### config.mk
export PLATFORM = sky130hd
export DESIGN_NAME = pic_ctrl
export DESIGN_NICKNAME = d
export VERILOG_FILES = /design/src/rtl/pic_pkg.sv /design/src/rtl/pic_edge_det.sv /design/src/rtl/pic_req_bank.sv /design/src/rtl/pic_cfg_regs.sv /design/src/rtl/pic_ctrl.sv
export SDC_FILE = /design/constraint.sdc
export NUM_CORES = 1
export LEC_CHECK = 0
export BUFFER_PORTS_ARGS = -buffer_cell sky130_fd_sc_hd__buf_2
export CORE_MARGIN = 4
export CORE_UTILIZATION = 52
export CTS_CLUSTER_DIAMETER = 150
export CTS_CLUSTER_SIZE = 24
export DETAILED_ROUTE_END_ITERATION = 8
export PLACE_DENSITY_LB_ADDON = 0.05
export SYNTH_ARGS = -nofsm -noshare
export SYNTH_HDL_FRONTEND = slang
export SYNTH_SLANG_ARGS = --single-unit
### constraint.sdc
create_clock -name clk_i -period 1.4 [get_ports clk_i]
set_input_delay 0.07 -clock clk_i [delete_from_list [all_inputs] [get_ports clk_i]]
set_output_delay 0.07 -clock clk_i [all_outputs]
set_load 0.005 [all_outputs]
### src/rtl/pic_pkg.sv
package pic_pkg;
    localparam int ADDR_W  = 5;
    localparam int DATA_W  = 8;
    localparam int GROUPS  = 3;
    localparam int GRP_W   = 8;
    localparam int NMI_W   = 2;
    localparam int N_EDGE  = 3;

    localparam logic [ADDR_W-1:0] OFF_NMI_POLL = 5'h16;
    localparam logic [ADDR_W-1:0] OFF_NMI_EN   = 5'h17;
    localparam logic [ADDR_W-1:0] OFF_IRQ_EN0  = 5'h18;
    localparam logic [ADDR_W-1:0] OFF_SUMMARY  = 5'h1B;
    localparam logic [ADDR_W-1:0] OFF_IRQ_REQ0 = 5'h1C;
    localparam logic [ADDR_W-1:0] OFF_TRIG     = 5'h1F;

    // edge pin routing
    localparam int EDGE_NMI   = 0;
    localparam int EDGE_LINE  = 1;
    localparam int EDGE_VSYNC = 2;
    localparam int EDGE_GRP   = 2;
    localparam int VSYNC_BIT  = 0;
    localparam int LINE_BIT   = 1;
endpackage

### src/rtl/pic_edge_det.sv
module pic_edge_det (
    input  logic clk_i,
    input  logic rst_ni,
    input  logic pin_i,
    input  logic rise_sel_i,
    output logic pulse_o
);
    logic meta_q, sync_q, prev_q;

    always_ff @(posedge clk_i or negedge rst_ni) begin
        if (!rst_ni) begin
            meta_q <= 1'b0;
            sync_q <= 1'b0;
            prev_q <= 1'b0;
        end else begin
            meta_q <= pin_i;
            sync_q <= meta_q;
            prev_q <= sync_q;
        end
    end

    always_comb begin
        if (rise_sel_i) pulse_o = sync_q & ~prev_q;
        else            pulse_o = ~sync_q & prev_q;
    end
endmodule

### src/rtl/pic_req_bank.sv
module pic_req_bank #(
    parameter int W = 8
) (
    input  logic         clk_i,
    input  logic         rst_ni,
    input  logic [W-1:0] set_i,
    input  logic         clr_we_i,
    input  logic [W-1:0] clr_mask_i,
    output logic [W-1:0] req_o
);
    logic [W-1:0] clr_eff;

    always_comb clr_eff = clr_we_i ? clr_mask_i : '0;

    // set has priority over a same-cycle clear
    always_ff @(posedge clk_i or negedge rst_ni) begin
        if (!rst_ni) req_o <= '0;
        else         req_o <= (req_o & ~clr_eff) | set_i;
    end
endmodule

### src/rtl/pic_cfg_regs.sv
module pic_cfg_regs
    import pic_pkg::*;
(
    input  logic                    clk_i,
    input  logic                    rst_ni,
    input  logic                    wr_i,
    input  logic [ADDR_W-1:0]       addr_i,
    input  logic [DATA_W-1:0]       wdata_i,
    output logic [NMI_W-1:0]        nmi_en_o,
    output logic [GROUPS*GRP_W-1:0] irq_en_o,
    output logic [DATA_W-1:0]       trig_o
);
    always_ff @(posedge clk_i or negedge rst_ni) begin
        if (!rst_ni) begin
            nmi_en_o <= '0;
            trig_o   <= '1;
        end else if (wr_i) begin
            if (addr_i == OFF_NMI_EN) nmi_en_o <= wdata_i[NMI_W-1:0];
            if (addr_i == OFF_TRIG)   trig_o   <= wdata_i;
        end
    end

    for (genvar g = 0; g < GROUPS; g++) begin : g_en
        localparam logic [ADDR_W-1:0] MY_OFF = ADDR_W'(int'(OFF_IRQ_EN0) + g);
        always_ff @(posedge clk_i or negedge rst_ni) begin
            if (!rst_ni)
                irq_en_o[g*GRP_W +: GRP_W] <= '0;
            else if (wr_i && addr_i == MY_OFF)
                irq_en_o[g*GRP_W +: GRP_W] <= wdata_i[GRP_W-1:0];
        end
    end
endmodule

### src/rtl/pic_ctrl.sv
module pic_ctrl
    import pic_pkg::*;
(
    input  logic                    clk_i,
    input  logic                    rst_ni,
    input  logic [N_EDGE-1:0]       edge_pin_i,
    input  logic [GROUPS*GRP_W-1:0] irq_evt_i,
    input  logic                    mute_evt_i,
    input  logic [ADDR_W-1:0]       bus_addr_i,
    input  logic                    bus_wr_i,
    input  logic [DATA_W-1:0]       bus_wdata_i,
    output logic [DATA_W-1:0]       bus_rdata_o,
    output logic                    irq_o,
    output logic                    nmi_o
);
    logic [N_EDGE-1:0]       edge_pulse;
    logic [GROUPS*GRP_W-1:0] irq_set_flat;
    logic [GROUPS*GRP_W-1:0] irq_req_flat;
    logic [GROUPS*GRP_W-1:0] irq_en_flat;
    logic [NMI_W-1:0]        nmi_set;
    logic [NMI_W-1:0]        nmi_req;
    logic [NMI_W-1:0]        nmi_en;
    logic [DATA_W-1:0]       trig_q;
    logic [GROUPS:0]         summary;

    pic_cfg_regs u_cfg (
        .clk_i    (clk_i),
        .rst_ni   (rst_ni),
        .wr_i     (bus_wr_i),
        .addr_i   (bus_addr_i),
        .wdata_i  (bus_wdata_i),
        .nmi_en_o (nmi_en),
        .irq_en_o (irq_en_flat),
        .trig_o   (trig_q)
    );

    for (genvar e = 0; e < N_EDGE; e++) begin : g_edge
        pic_edge_det u_det (
            .clk_i      (clk_i),
            .rst_ni     (rst_ni),
            .pin_i      (edge_pin_i[e]),
            .rise_sel_i (trig_q[e]),
            .pulse_o    (edge_pulse[e])
        );
    end

    always_comb begin
        irq_set_flat = irq_evt_i;
        irq_set_flat[EDGE_GRP*GRP_W + VSYNC_BIT] =
            irq_evt_i[EDGE_GRP*GRP_W + VSYNC_BIT] | edge_pulse[EDGE_VSYNC];
        irq_set_flat[EDGE_GRP*GRP_W + LINE_BIT] =
            irq_evt_i[EDGE_GRP*GRP_W + LINE_BIT] | edge_pulse[EDGE_LINE];
        nmi_set = {mute_evt_i, edge_pulse[EDGE_NMI]};
    end

    pic_req_bank #(.W(NMI_W)) u_nmi_bank (
        .clk_i      (clk_i),
        .rst_ni     (rst_ni),
        .set_i      (nmi_set),
        .clr_we_i   (bus_wr_i && bus_addr_i == OFF_NMI_POLL),
        .clr_mask_i (bus_wdata_i[NMI_W-1:0]),
        .req_o      (nmi_req)
    );

    for (genvar g = 0; g < GROUPS; g++) begin : g_grp
        localparam logic [ADDR_W-1:0] REQ_OFF = ADDR_W'(int'(OFF_IRQ_REQ0) + g);
        pic_req_bank #(.W(GRP_W)) u_bank (
            .clk_i      (clk_i),
            .rst_ni     (rst_ni),
            .set_i      (irq_set_flat[g*GRP_W +: GRP_W]),
            .clr_we_i   (bus_wr_i && bus_addr_i == REQ_OFF),
            .clr_mask_i (bus_wdata_i[GRP_W-1:0]),
            .req_o      (irq_req_flat[g*GRP_W +: GRP_W])
        );
        assign summary[g] = |irq_req_flat[g*GRP_W +: GRP_W];
    end
    assign summary[GROUPS] = |nmi_req;

    always_ff @(posedge clk_i or negedge rst_ni) begin
        if (!rst_ni) begin
            irq_o <= 1'b0;
            nmi_o <= 1'b0;
        end else begin
            irq_o <= |(irq_req_flat & irq_en_flat);
            nmi_o <= |(nmi_req & nmi_en);
        end
    end

    always_comb begin
        bus_rdata_o = '0;
        if (bus_addr_i == OFF_NMI_POLL) bus_rdata_o = DATA_W'(nmi_req);
        if (bus_addr_i == OFF_NMI_EN)   bus_rdata_o = DATA_W'(nmi_en);
        if (bus_addr_i == OFF_SUMMARY)  bus_rdata_o = DATA_W'(summary);
        if (bus_addr_i == OFF_TRIG)     bus_rdata_o = trig_q;
        for (int g = 0; g < GROUPS; g++) begin
            if (bus_addr_i == ADDR_W'(int'(OFF_IRQ_EN0) + g))
                bus_rdata_o = DATA_W'(irq_en_flat[g*GRP_W +: GRP_W]);
            if (bus_addr_i == ADDR_W'(int'(OFF_IRQ_REQ0) + g))
                bus_rdata_o = DATA_W'(irq_req_flat[g*GRP_W +: GRP_W]);
        end
    end
endmodule

==> summary.md, run 1 <==
| Metric | Value |
|---|---|
| Status | complete, but fails checks |
| Failing checks | setup timing |
| DRC | 0 |
| Main synth FF type | dfrtp_1 |
| Setup Skew | 0.0125 ns |
| Clock transition at the registers of the reported paths | 0.08 ns |
| Via Count | 3342 |
| Final Power | 5.08 mW |
| Placement Setup Slack | -0.227 ns |
| Post-synth EDFFs | 0 |
| Antenna viol nets, final | 0 |
| Static Leak | 2.28 nW |
| Clk_lat worst skew | 0.35 ns |
| CP Class | reg2out |
| Buffers added on ports | 53 |
| Worst Path Buf+Inv | 1 |
| Actual slew at the worst max-slew pin | 0.550 ns |
| Worst path arrival time | 1.97 ns |
| Initial antenna violation count | 0 |
| Final cell count without fillers | 580 |
| Final min period | 2.04 ns |
| CP max-delay cell | or4_4 |
| Die height | 92.4 microns |
| Vias in the first global route | 3305 |
| DP Cell Count | 529 |
| H-tree Lvls | 3 |
| Setup TNS | -2.56 ns |
| YS warnings | 0 |
| Initial DRC count | 189 |
| Post-synth ARST share | 100% |
| Post-Syn Area | 3700 sq um |
| Post-place instance area | 4530 sq um |
| FP Rows | 30 |
| Design Area, Final | 5320 sq um |
| Num Clock Sinks | 71 |
| Avg Cell Area, Syn | 11.2 sq um |
| Max-capacitance violation count | 0 |
| Final worst slack | -0.636 ns |
| Max Used Layer | met4 |
| Vias per cell | 5.76 |
| Top-Level Pins | 54 |
| CP delay by family, top | simple AND/OR/NAND/NOR gates |
| DIE AREA | 8540 sq um |
| Cells along the critical path | or4_4, nor2_2, o221ai_1, o31a_1, buf_2 |
| Synthesized Nets | 375 |
| DR WL met2 | 5570 microns |
| RSZ-0062 raised after global routing | yes |
| Post-synthesis sequential area ratio | 48.2% |
| Post-DP HPWL | 7970 microns |
| Top cell type's share of synthesized area | 42.6% |
| Crit-path max cell delay | 0.57 ns |
| Final worst path period share | 145% |
| Critical Path Source Type | flop |
| Synth area leaders | dfrtp_1 (43%), mux2_2 (9.4%), dfstp_2 (5.7%), a21o_1 (4.9%), nand2_1 (3.8%) |
| Area leader, netlist | dfrtp_1 |
| PwrDens | 956 nW/um^2 |
| Critical-path maximum fanout | 2 |
| Post-Syn Instances | 331 |
| F_max | 491 MHz |
| RePlAce Congestion | 0.979 |
| Final setup viols | 8 |
| Core area | 6870 sq um |
| Layout cell share with drive strength beyond 1 | 48.8% |
| All-Layer GR Usage | 27.6% |
| Final #Nets | 523 |
| CP Capture Type | output pin |
| Worst Hold Class | in2reg |
| Die W | 92.4 microns |
| WL/cell | 19.8 microns |
| CTS root buf | clkbuf_8 |
| Final Core Density | 77.4% |
| First-pass DRT Iterations | 6 |
| VDD IR-drop max | 699 uV |
| Met1 Wirelength | 4950 microns |
| Cts bufs inserted | 9 |
| Min Hold Slack | 0.0504 ns |
| Fillers | 457 |
| Area delta synth->final | 43.6% |
| Final hold vios | 0 |
| Met3 wire length | 729 microns |
| Netlist cell types | 55 |
| CTS max path bufs | 2 |
| Diode count | 0 |
| First-pass GRT wire length | 17700 microns |
| CTS tree | built |
| GRT Residual Overflow | 0 |
| Worst Path Required | 1.33 ns |
| Largest net degree at the start of global routing | 58 |
| Pins Over Slew Limit | 0 |
| Initial core utilization | 53.9% |
| DRT Wirelength | 11500 microns |
| Post-synthesis register bit count | 71 |
| Slew margin rel. | 63.4% |
## routing by layer
layer	vias to the layer above	GRT usage, %
met5	-	0
met4	0	10.8
met3	19	4.87
met2	127	44.5
met1	1653	37.0
li1	1543	-
## logic make-up after synthesis
family / count (synthesis) / synth area share [%]
simple gates: 105 / 16.7
compound gates: 83 / 17.5
flops: 71 / 48.2
mux: 46 / 13.6
buf+inv: 26 / 4.05
## cell usage in the layout (no fill, tap or decap), drive strengths merged, types with 7 or more instances in the layout
cell,count
o21ai,13
buf,128
nand2,37
a22oi,10
and3,7
a21o,24
mux2i,12
mux2,34
dfstp,8
dlygate4sd3,29
nor2,10
clkbuf,11
nand3,12
a2bb2oi,9
dfrtp,63
## cell usage after synthesis, drive strengths merged (3+ instances only)
cell type / number
inv: 6
nand3b: 4
a221oi: 5
nor2: 10
and3: 7
nand3: 12
dfrtp: 63
a21o: 24
nor4: 5
nand2b: 4
nand2: 37
and4: 4
nor2b: 5
dfstp: 8
o21ai: 13
a22oi: 10
a21oi: 6
buf: 17
mux2: 34
nand4: 3
nand4b: 4
a2bb2oi: 9
mux2i: 12
clkbuf: 3
o221ai: 3
## timing repair
item | CTS | global route
pin swaps | 18 | 13
hold buffers | 29 | 0
endpoints found under the setup margin | 8 | 9
gates resized for setup | 21 | 31
endpoints found under the hold margin | 92 | 0
setup buffers | 3 | 4
## sequential cells by signal, indices dropped and copies added, names as in the netlist
| signal | cells |
|---|---|
| irq_o | 1 |
| u_cfg.trig_o | 8 |
| g_grp.u_bank.req_o | 24 |
| u_cfg.nmi_en_o | 2 |
| u_cfg.irq_en_o | 24 |
| g_edge.u_det.prev_q | 3 |
| g_edge.u_det.sync_q | 3 |
| u_nmi_bank.req_o | 2 |
| nmi_o | 1 |
| g_edge.u_det.meta_q | 3 |
## layout make-up
| class | instances | area [sq um] | share of cell area [%] |
|---|---|---|---|
| timing repair buffer | 157 | 1180 | 22.2 |
| tap | 96 | 120 | 2.26 |
| clock buffer | 11 | 141 | 2.66 |
| multi-input combinational | 234 | 2000 | 37.6 |
| inverter | 6 | 22.5 | 0.423 |
| clock inverter | 5 | 58.8 | 1.11 |
| sequential | 71 | 1790 | 33.7 |
## worst paths after layout
kind                                                     from                                to  slack (ns)  depth (start not counted)
setup reg to reg           g_grp[0].u_bank.req_o[0]$_DFF_PN0_                   irq_o$_DFF_PN0_        0.07                          5
setup / recovery           g_grp[2].u_bank.req_o[4]$_DFF_PN0_                    bus_rdata_o[2]       -0.64                          5
min in group asynchronous                              rst_ni  g_edge[1].u_det.prev_q$_DFF_PN0_        0.12                          2
hold / removal                                 bus_wdata_i[7]    u_cfg.irq_en_o[23]$_DFFE_PN0P_        0.05                          2
hold reg to reg              g_edge[2].u_det.meta_q$_DFF_PN0_  g_edge[2].u_det.sync_q$_DFF_PN0_        0.35                          0
max in group asynchronous                              rst_ni       u_cfg.trig_o[4]$_DFFE_PN1P_        0.66                          3
## report_power, final
part           switching, mW  total [mW]  internal [mW]
Clock                  0.791        1.66          0.872
Combinational          0.407       0.927          0.520
Sequential             0.190        2.50           2.31
Total                   1.39        5.08           3.70
Note: power is estimated with default switching activity, not from simulation.
==> run 2: changes to the inputs <==
- ABC_AREA: default -> 1
- BUFFER_PORTS_ARGS: -buffer_cell sky130_fd_sc_hd__buf_2 -> default
- CORE_UTILIZATION: 52 -> 63
- DONT_BUFFER_PORTS: default -> 1
- clock period: 1.4 -> 1.9 ns (I/O delays scaled with it)
==> run 2 against run 1 <==
Compared with the run above: the flow now finishes without violations; synthesized cell count rose by 29%; routed wire length fell by 21%; sequential share of layout area grew 10 points; critical path type unchanged.
==> summary.md, run 2 <==
| Metric | Value |
|---|---|
| Clk_lat worst skew | 0.36 ns |
| Vias in the first global route | 3040 |
| Post-synth top cells | nand2_1 (145), dfrtp_1 (63), o21ai_0 (57) |
| Area delta synth->final | 19.7% |
| Setup Skew | 0.0110 ns |
| Initial antenna violation count | 0 |
| Multi-input gate area in the final layout | 1360 sq um |
| Netlist cell types | 26 |
| CP Class | reg2out |
| RSZ-0062 raised after global routing | no |
| Fillers | 343 |
| Worst Path Required | 1.80 ns |
| CTS tree | built |
| Worst Hold Class | in2reg |
| DRC | 0 |
| Final min period | 1.71 ns |
| CP max-delay cell | dfrtp_1 |
| Worst path arrival time | 1.62 ns |
| Critical Path Source Type | flop |
| Area leader, netlist | dfrtp_1 |
| Setup TNS | 0 ns |
| Post-synthesis xor/xnor area fraction | 0% |
| DIE AREA | 6630 sq um |
| Post-Syn Instances | 427 |
| Largest net degree at the start of global routing | 72 |
| Post-synthesis register bit count | 71 |
| Status | completed |
| Static Leak | 1.83 nW |
| Mux contribution to synthesized area | 0% |
| Number of gates resized after CTS | 0 |
| Most frequent cells in the layout | nand2_1 (145), dfrtp_1 (63), o21ai_0 (57) |
| FP Rows | 26 |
| Actual slew at the worst max-slew pin | 0.455 ns |
| CTS root buf | clkbuf_8 |
| RePlAce Congestion | 0.923 |
| CP Capture Type | output pin |
| Post-synth EDFFs | 0 |
| Most common cell after layout, fill and taps aside | nand2_1 |
| Worst Path Buf+Inv | 0 |
| Core area | 5170 sq um |
| Via Count | 3115 |
| Clock transition at the registers of the reported paths | 0.09 ns |
| Post-place instance area | 3440 sq um |
| Main synth FF type | dfrtp_1 |
| Slew margin rel. | 69.7% |
| Top-count cell post-synth | nand2_1 |
| Critical-path maximum fanout | 4 |
| Num Clock Sinks | 71 |
| Final worst path period share | 90.1% |
| Antenna viol nets, final | 0 |
| Area occupied by registers | 1790 sq um |
| Critical Path Most Common Cell | nor2_1 |
| Die W | 81.5 microns |
| Initial DRC count | 312 |
| F_max | 584 MHz |
| All-Layer GR Usage | 29.9% |
| CP delay by family, top | simple AND/OR/NAND/NOR gates |
| Largest family of logic cells by synthesized area | simple AND/OR/NAND/NOR gates |
| Avg Cell Area, Syn | 7.96 sq um |
| Synth area leaders | dfrtp_1 (46%), nand2_1 (16%), o21ai_0 (8.4%), dfstp_2 (6.2%), inv_1 (5.2%) |
| Final Core Density | 78.6% |
| Buffers added on ports | 0 |
| Post-Synth Adder-Cell Area | 0% |
| Vias per cell | 5.67 |
| Post-Syn Area | 3400 sq um |
| PwrDens | 852 nW/um^2 |
| Final hold vios | 0 |
| Final #Nets | 518 |
| Synthesized Nets | 471 |
| Crit-path max cell delay | 0.43 ns |
| WL/cell | 16.4 microns |
| Max-capacitance violation count | 0 |
| Top cell type's share of synthesized area | 46.4% |
| First-pass GRT wire length | 14500 microns |
| Cts bufs inserted | 9 |
| First-pass DRT Iterations | 5 |
| GRT Residual Overflow | 0 |
| VDD IR-drop max | 656 uV |
| CTS max path bufs | 2 |
| Design Area, Final | 4070 sq um |
| Top-Level Pins | 54 |
| Synth Area in Compound Gates | 11.4% |
| Final setup viols | 0 |
| DRT Wirelength | 9010 microns |
| Initial core utilization | 65.7% |
| Cells along the critical path | nor2_1, nand2_1, nor2_1, nor2_1, nor2_1, nand4_1, nor2_1, nand4_1 |
| Post-synthesis sequential area ratio | 52.6% |
| Layout cell share with drive strength beyond 1 | 9.19% |
| Post-synthesis simple-gate area fraction | 28.7% |
| YS warnings | 0 |
| Post-DP HPWL | 6010 microns |
| Post-synth ARST share | 100% |
| Die height | 81.5 microns |
| Diode count | 0 |
| Pins Over Slew Limit | 0 |
| H-tree Lvls | 3 |
| Biggest registers after layout | g_grp.u_bank.req_o: 24 flops, u_cfg.irq_en_o: 24 flops, u_cfg.trig_o: 8 flops |
[run 2: changes by cell type in the layout (fill, tap and decap cells not counted), moves of 24 or more]
cell     before  now
a21o_1       24    0
buf_2        52    0
buf_4        69    0
inv_1         5   47
mux2_2       30    0
nand2_1      36  145
nor2_1        6   37
o21ai_0       6   57
[run 2: timing repair]
| item | CTS | global route |
|---|---|---|
| buffers inserted | 0 | 0 |
| hold endpoints to repair | 110 | 0 |
| endpoints found under the setup margin | 0 | 0 |
| hold buffers | 41 | 0 |
[run 2: logic make-up (layout without fill, tap and decap cells)]
logic type	Yosys count	in the layout
AOI/OAI and AO/OA	73	73
buffers and inverters	59	111
DFF	71	71
and+or+nand+nor	224	224
[run 2: worst reg2reg max path, stage by stage, from the launching register on]
cell	delay, ns
dfstp_2	0.57
o21ai_0	0.09
nor2_1	0.19
nand2_1	0.09
dlygate4sd3_1	0.56
[run 2: power by group]
part / switching [mW] / internal, mW / total (mW)
combinational: 0.252 / 0.183 / 0.434
clock: 0.599 / 0.615 / 1.21
sequential: 0.128 / 1.69 / 1.82
[run 2: final cells by class]
class / instances / share of cell area, %
multi-input cells: 297 / 33.5
repair buffers: 41 / 10.5
clock buffers: 10 / 3.14
flip-flops and latches: 71 / 43.9
inverters: 54 / 4.98
well taps: 70 / 2.15
clock inverters: 6 / 1.75
[run 2: path summary, 6_finish.rpt]
path,start,to,slack (ns),depth (start not counted)
max,g_grp[1].u_bank.req_o[7]$_DFF_PN0_,bus_rdata_o[1],0.19,8
min,bus_wr_i,g_grp[0].u_bank.req_o[2]$_DFF_PN0_,0.01,3
max reg2reg,u_cfg.trig_o[1]$_DFFE_PN1P_,g_grp[2].u_bank.req_o[1]$_DFF_PN0_,0.28,4
min reg2reg,g_edge[1].u_det.meta_q$_DFF_PN0_,g_edge[1].u_det.sync_q$_DFF_PN0_,0.35,0
max in group asynchronous,rst_ni,u_cfg.trig_o[1]$_DFFE_PN1P_,1.23,2
min in group asynchronous,rst_ni,u_cfg.irq_en_o[9]$_DFFE_PN0P_,0.33,2
[run 2: per-stage QoR]
| step | setup WS [ns] | total power [mW] | std cells | hold WS, ns |
|---|---|---|---|---|
| 2_1_floorplan | 0.833 | 2.07 | 427 | -0.201 |
| 3_3_place_gp | 0.529 | 2.15 | 492 | -0.199 |
| 3_5_place_dp | 0.571 | 2.17 | 492 | -0.199 |
| 4_1_cts | 0.175 | 3.46 | 549 | 0.00141 |
| 5_1_grt | 0.0258 | 3.61 | 549 | 0.0202 |
| 6_report | 0.188 | 3.47 | 549 | 0.0100 |
[run 2: layer usage]
layer	up-vias	wire (microns)	track usage, %
met4	0	233	12.0
met5	-	0	0
met1	1490	3640	36.6
li1	1462	-	-
met2	134	4490	51.8
met3	29	641	6.14
==> run 3: changes to the inputs <==
- GPL_TIMING_DRIVEN: default -> 0
- RECOVER_POWER: default -> 25
- SYNTH_HIERARCHICAL: default -> 1
==> run 3 against run 2 <==
Compared with the run above: cell count grew 19%; clock power shrank 12%; critical path depth is the same; utilization grew 3.2 points; sequential cell count is the same; worst hold slack gained 0.013 ns; combinational power grew 20%; die area grew 8.0%; maximum frequency shrank 4.2%; register-to-register slack gained 0.33 ns; critical path type unchanged; largest power group unchanged; highest routed layer unchanged.
==> summary.md, run 3 <==
| Metric | Value |
|---|---|
| Hold Path Sink | u_cfg/irq_en_o[16]$_DFFE_PN0P_ |
| Flop pwr share | 53.6% |
| CP Capture Type | output pin |
| Post-synth top cells | nand2_1 (224), dfrtp_1 (63), nand3_1 (52) |
| Critical-path maximum fanout | 4 |
| All-Layer GR Usage | 34.9% |
| Setup Skew | 0.00923 ns |
| Post-CTS setup buffers | 0 |
| Initial core utilization | 66.0% |
| Slew margin rel. | 36.8% |
| Post-DP HPWL | 7040 microns |
| Met1 Wirelength | 4240 microns |
| First-pass GRT wire length | 19000 microns |
| Layout cell share with drive strength beyond 1 | 10.3% |
| Pins Over Slew Limit | 0 |
| Initial antenna violation count | 0 |
| Buffers added on ports | 0 |
| Avg Cell Area, Syn | 7.36 sq um |
| Post-synthesis sequential area ratio | 48.3% |
| Initial DRC count | 411 |
| DRC | 0 |
| Hold path cells | 4 |
| Die height | 84.7 microns |
| H-tree Lvls | 3 |
| Via Count | 3779 |
| F_max | 560 MHz |
| First-pass DRT Iterations | 5 |
| Final #Nets | 621 |
| Number of gates resized after CTS | 0 |
| Hold wc startpoint | bus_addr_i[3] |
| YS warnings | 6 |
| Met3 wire length | 1330 microns |
| Psw | 1.04 mW |
| Top cell type's share of synthesized area | 42.6% |
| RePlAce Congestion | 0.939 |
| PwrDens | 742 nW/um^2 |
| GRT Residual Overflow | 0 |
| Fillers | 368 |
| Netlist cell types | 26 |
| WL/cell | 17.8 microns |
| Area delta synth->final | 23.9% |
| RR Startpoint | g_grp[0].u_bank/req_o[2]$_DFF_PN0_ |
| Die W | 84.7 microns |
| Worst Path Required | 1.80 ns |
| Core area | 5610 sq um |
| Setup TNS | 0 ns |
| Hold_buf cts | 63 |
| Register-to-register setup slack | 0.61 ns |
| VDD IR-drop max | 657 uV |
| Actual slew at the worst max-slew pin | 0.947 ns |
| Worst Hold Class | in2reg |
| Min Hold Slack | 0.0231 ns |
| Final Power | 3.40 mW |
| Area leader, netlist | dfrtp_1 |
| Most common cell after layout, fill and taps aside | nand2_1 |
| DIE AREA | 7170 sq um |
| Top-count cell post-synth | nand2_1 |
| Area occupied by registers | 1790 sq um |
| CP Class | reg2out |
| Clk_lat worst skew | 0.36 ns |
| Status | completed |
| DR WL met2 | 5300 microns |
| Post-synth ARST share | 100% |
| Comb pwr share | 15.2% |
| Final min period | 1.79 ns |
| Diode count | 0 |
| Max-capacitance violation count | 0 |
| Final worst path period share | 94.1% |
| Internal power | 2.37 mW |
| Net Sw Frac | 30.5% |
| Reg2Reg Depth | 3 |
| Post-Syn Instances | 503 |
| Worst R2R End | g_grp[0].u_bank/req_o[2]$_DFF_PN0_ |
| Placement Setup Slack | 0.563 ns |
| Final worst slack | 0.113 ns |
| Post-synth EDFFs | 0 |
| Clock transition at the registers of the reported paths | 0.08 ns |
| CTS root buf | clkbuf_8 |
| FP Rows | 27 |
| Final hold vios | 0 |
| Static Leak | 2.22 nW |
| Multi-input gate area in the final layout | 1650 sq um |
| Antenna viol nets, final | 0 |
| Num Clock Sinks | 71 |
| Post-Syn Area | 3700 sq um |
| Final setup viols | 0 |
| Synthesized Nets | 547 |
| Vias in the first global route | 3772 |
| Biggest registers after layout | g_grp.u_bank/req_o: 24 flops, u_cfg/irq_en_o: 24 flops, u_cfg/trig_o: 8 flops |
| Most frequent cells in the layout | nand2_1 (224), dfrtp_1 (63), dlygate4sd3_1 (62) |
| Clk pwr share | 31.2% |
| DRT Wirelength | 11700 microns |
| Worst path arrival time | 1.69 ns |
| RSZ-0062 raised after global routing | no |
| Critical Path Source Type | flop |
| CTS max path bufs | 2 |
| Cts bufs inserted | 9 |
| Main synth FF type | dfrtp_1 |
| Largest net degree at the start of global routing | 72 |
| Post-synthesis register bit count | 71 |
| Vias per cell | 5.78 |
| Top-Level Pins | 54 |
| CTS tree | built |
| Max Used Layer | met4 |
| Synth area leaders | dfrtp_1 (43%), nand2_1 (23%), nand3_1 (7.0%), dfstp_2 (5.7%), inv_1 (5.1%) |
[run 3: kinds of logic (layout without fill, tap and decap cells)]
logic type	count (synthesis)	after routing	share of synthesized area, %
AND/OR/NAND/NOR	354	354	42.6
flip-flops	71	71	48.3
buffers and inverters	66	145	7.10
AO/OA/AOI/OAI	12	12	1.99
[run 3: worst max-delay path by stage]
stage                                            start                            endpoint  slack [ns]
floorplan                  u_cfg/trig_o[2]$_DFFE_PN1P_  g_grp[2].u_bank/req_o[0]$_DFF_PN0_        0.77
global placement    g_grp[1].u_bank/req_o[5]$_DFF_PN0_                      bus_rdata_o[1]        0.57
detailed placement  g_grp[1].u_bank/req_o[7]$_DFF_PN0_                      bus_rdata_o[1]        0.56
CTS                 g_grp[1].u_bank/req_o[7]$_DFF_PN0_                      bus_rdata_o[1]        0.17
global route        g_grp[1].u_bank/req_o[5]$_DFF_PN0_                      bus_rdata_o[1]       0.006
finish              g_grp[1].u_bank/req_o[5]$_DFF_PN0_                      bus_rdata_o[1]        0.11
[run 3: cell type report]
class | instances | share of cell area, %
Sequential cell | 71 | 39.0
Multi-Input combinational cell | 366 | 36.0
Timing Repair Buffer | 63 | 13.7
Inverter | 60 | 4.91
Clock buffer | 10 | 2.78
Tap cell | 72 | 1.96
Clock inverter | 6 | 0.846
Buffer | 6 | 0.818
[run 3: metrics by stage]
step,instance area [sq um],cells,utilization [%]
floorplan,3700,503,-
global placement,3790,575,67.6
detailed placement,3790,575,67.6
CTS,4610,654,82.2
global route,4590,654,81.8
finish,4590,654,81.8
[run 3: worst max-delay path, cell delays in order, from the launching register on]
cell	delay, ns
dfrtp_1	0.46
nor2_1	0.11
nand2_1	0.06
nor2_1	0.18
nor2_1	0.06
nor2_1	0.09
nand4_1	0.11
nor2_1	0.11
nand4_1	0.15
[run 3: metal layers]
metal / vias to the layer above / global-route usage, %
met3: 74 / 10.9
met4: 0 / 23.6
met5: - / 0
li1: 1712 / -
met1: 1726 / 41.1
met2: 267 / 54.4
[run 3: power by group through the flow]
stage | sequential, mW | clock, mW | combinational [mW]
2_1_floorplan | 1.80 | 0 | 0.297
3_3_place_gp | 1.83 | 0 | 0.354
3_5_place_dp | 1.84 | 0 | 0.369
4_1_cts | 1.82 | 1.07 | 0.504
5_1_grt | 1.84 | 1.14 | 0.581
6_report | 1.82 | 1.06 | 0.519
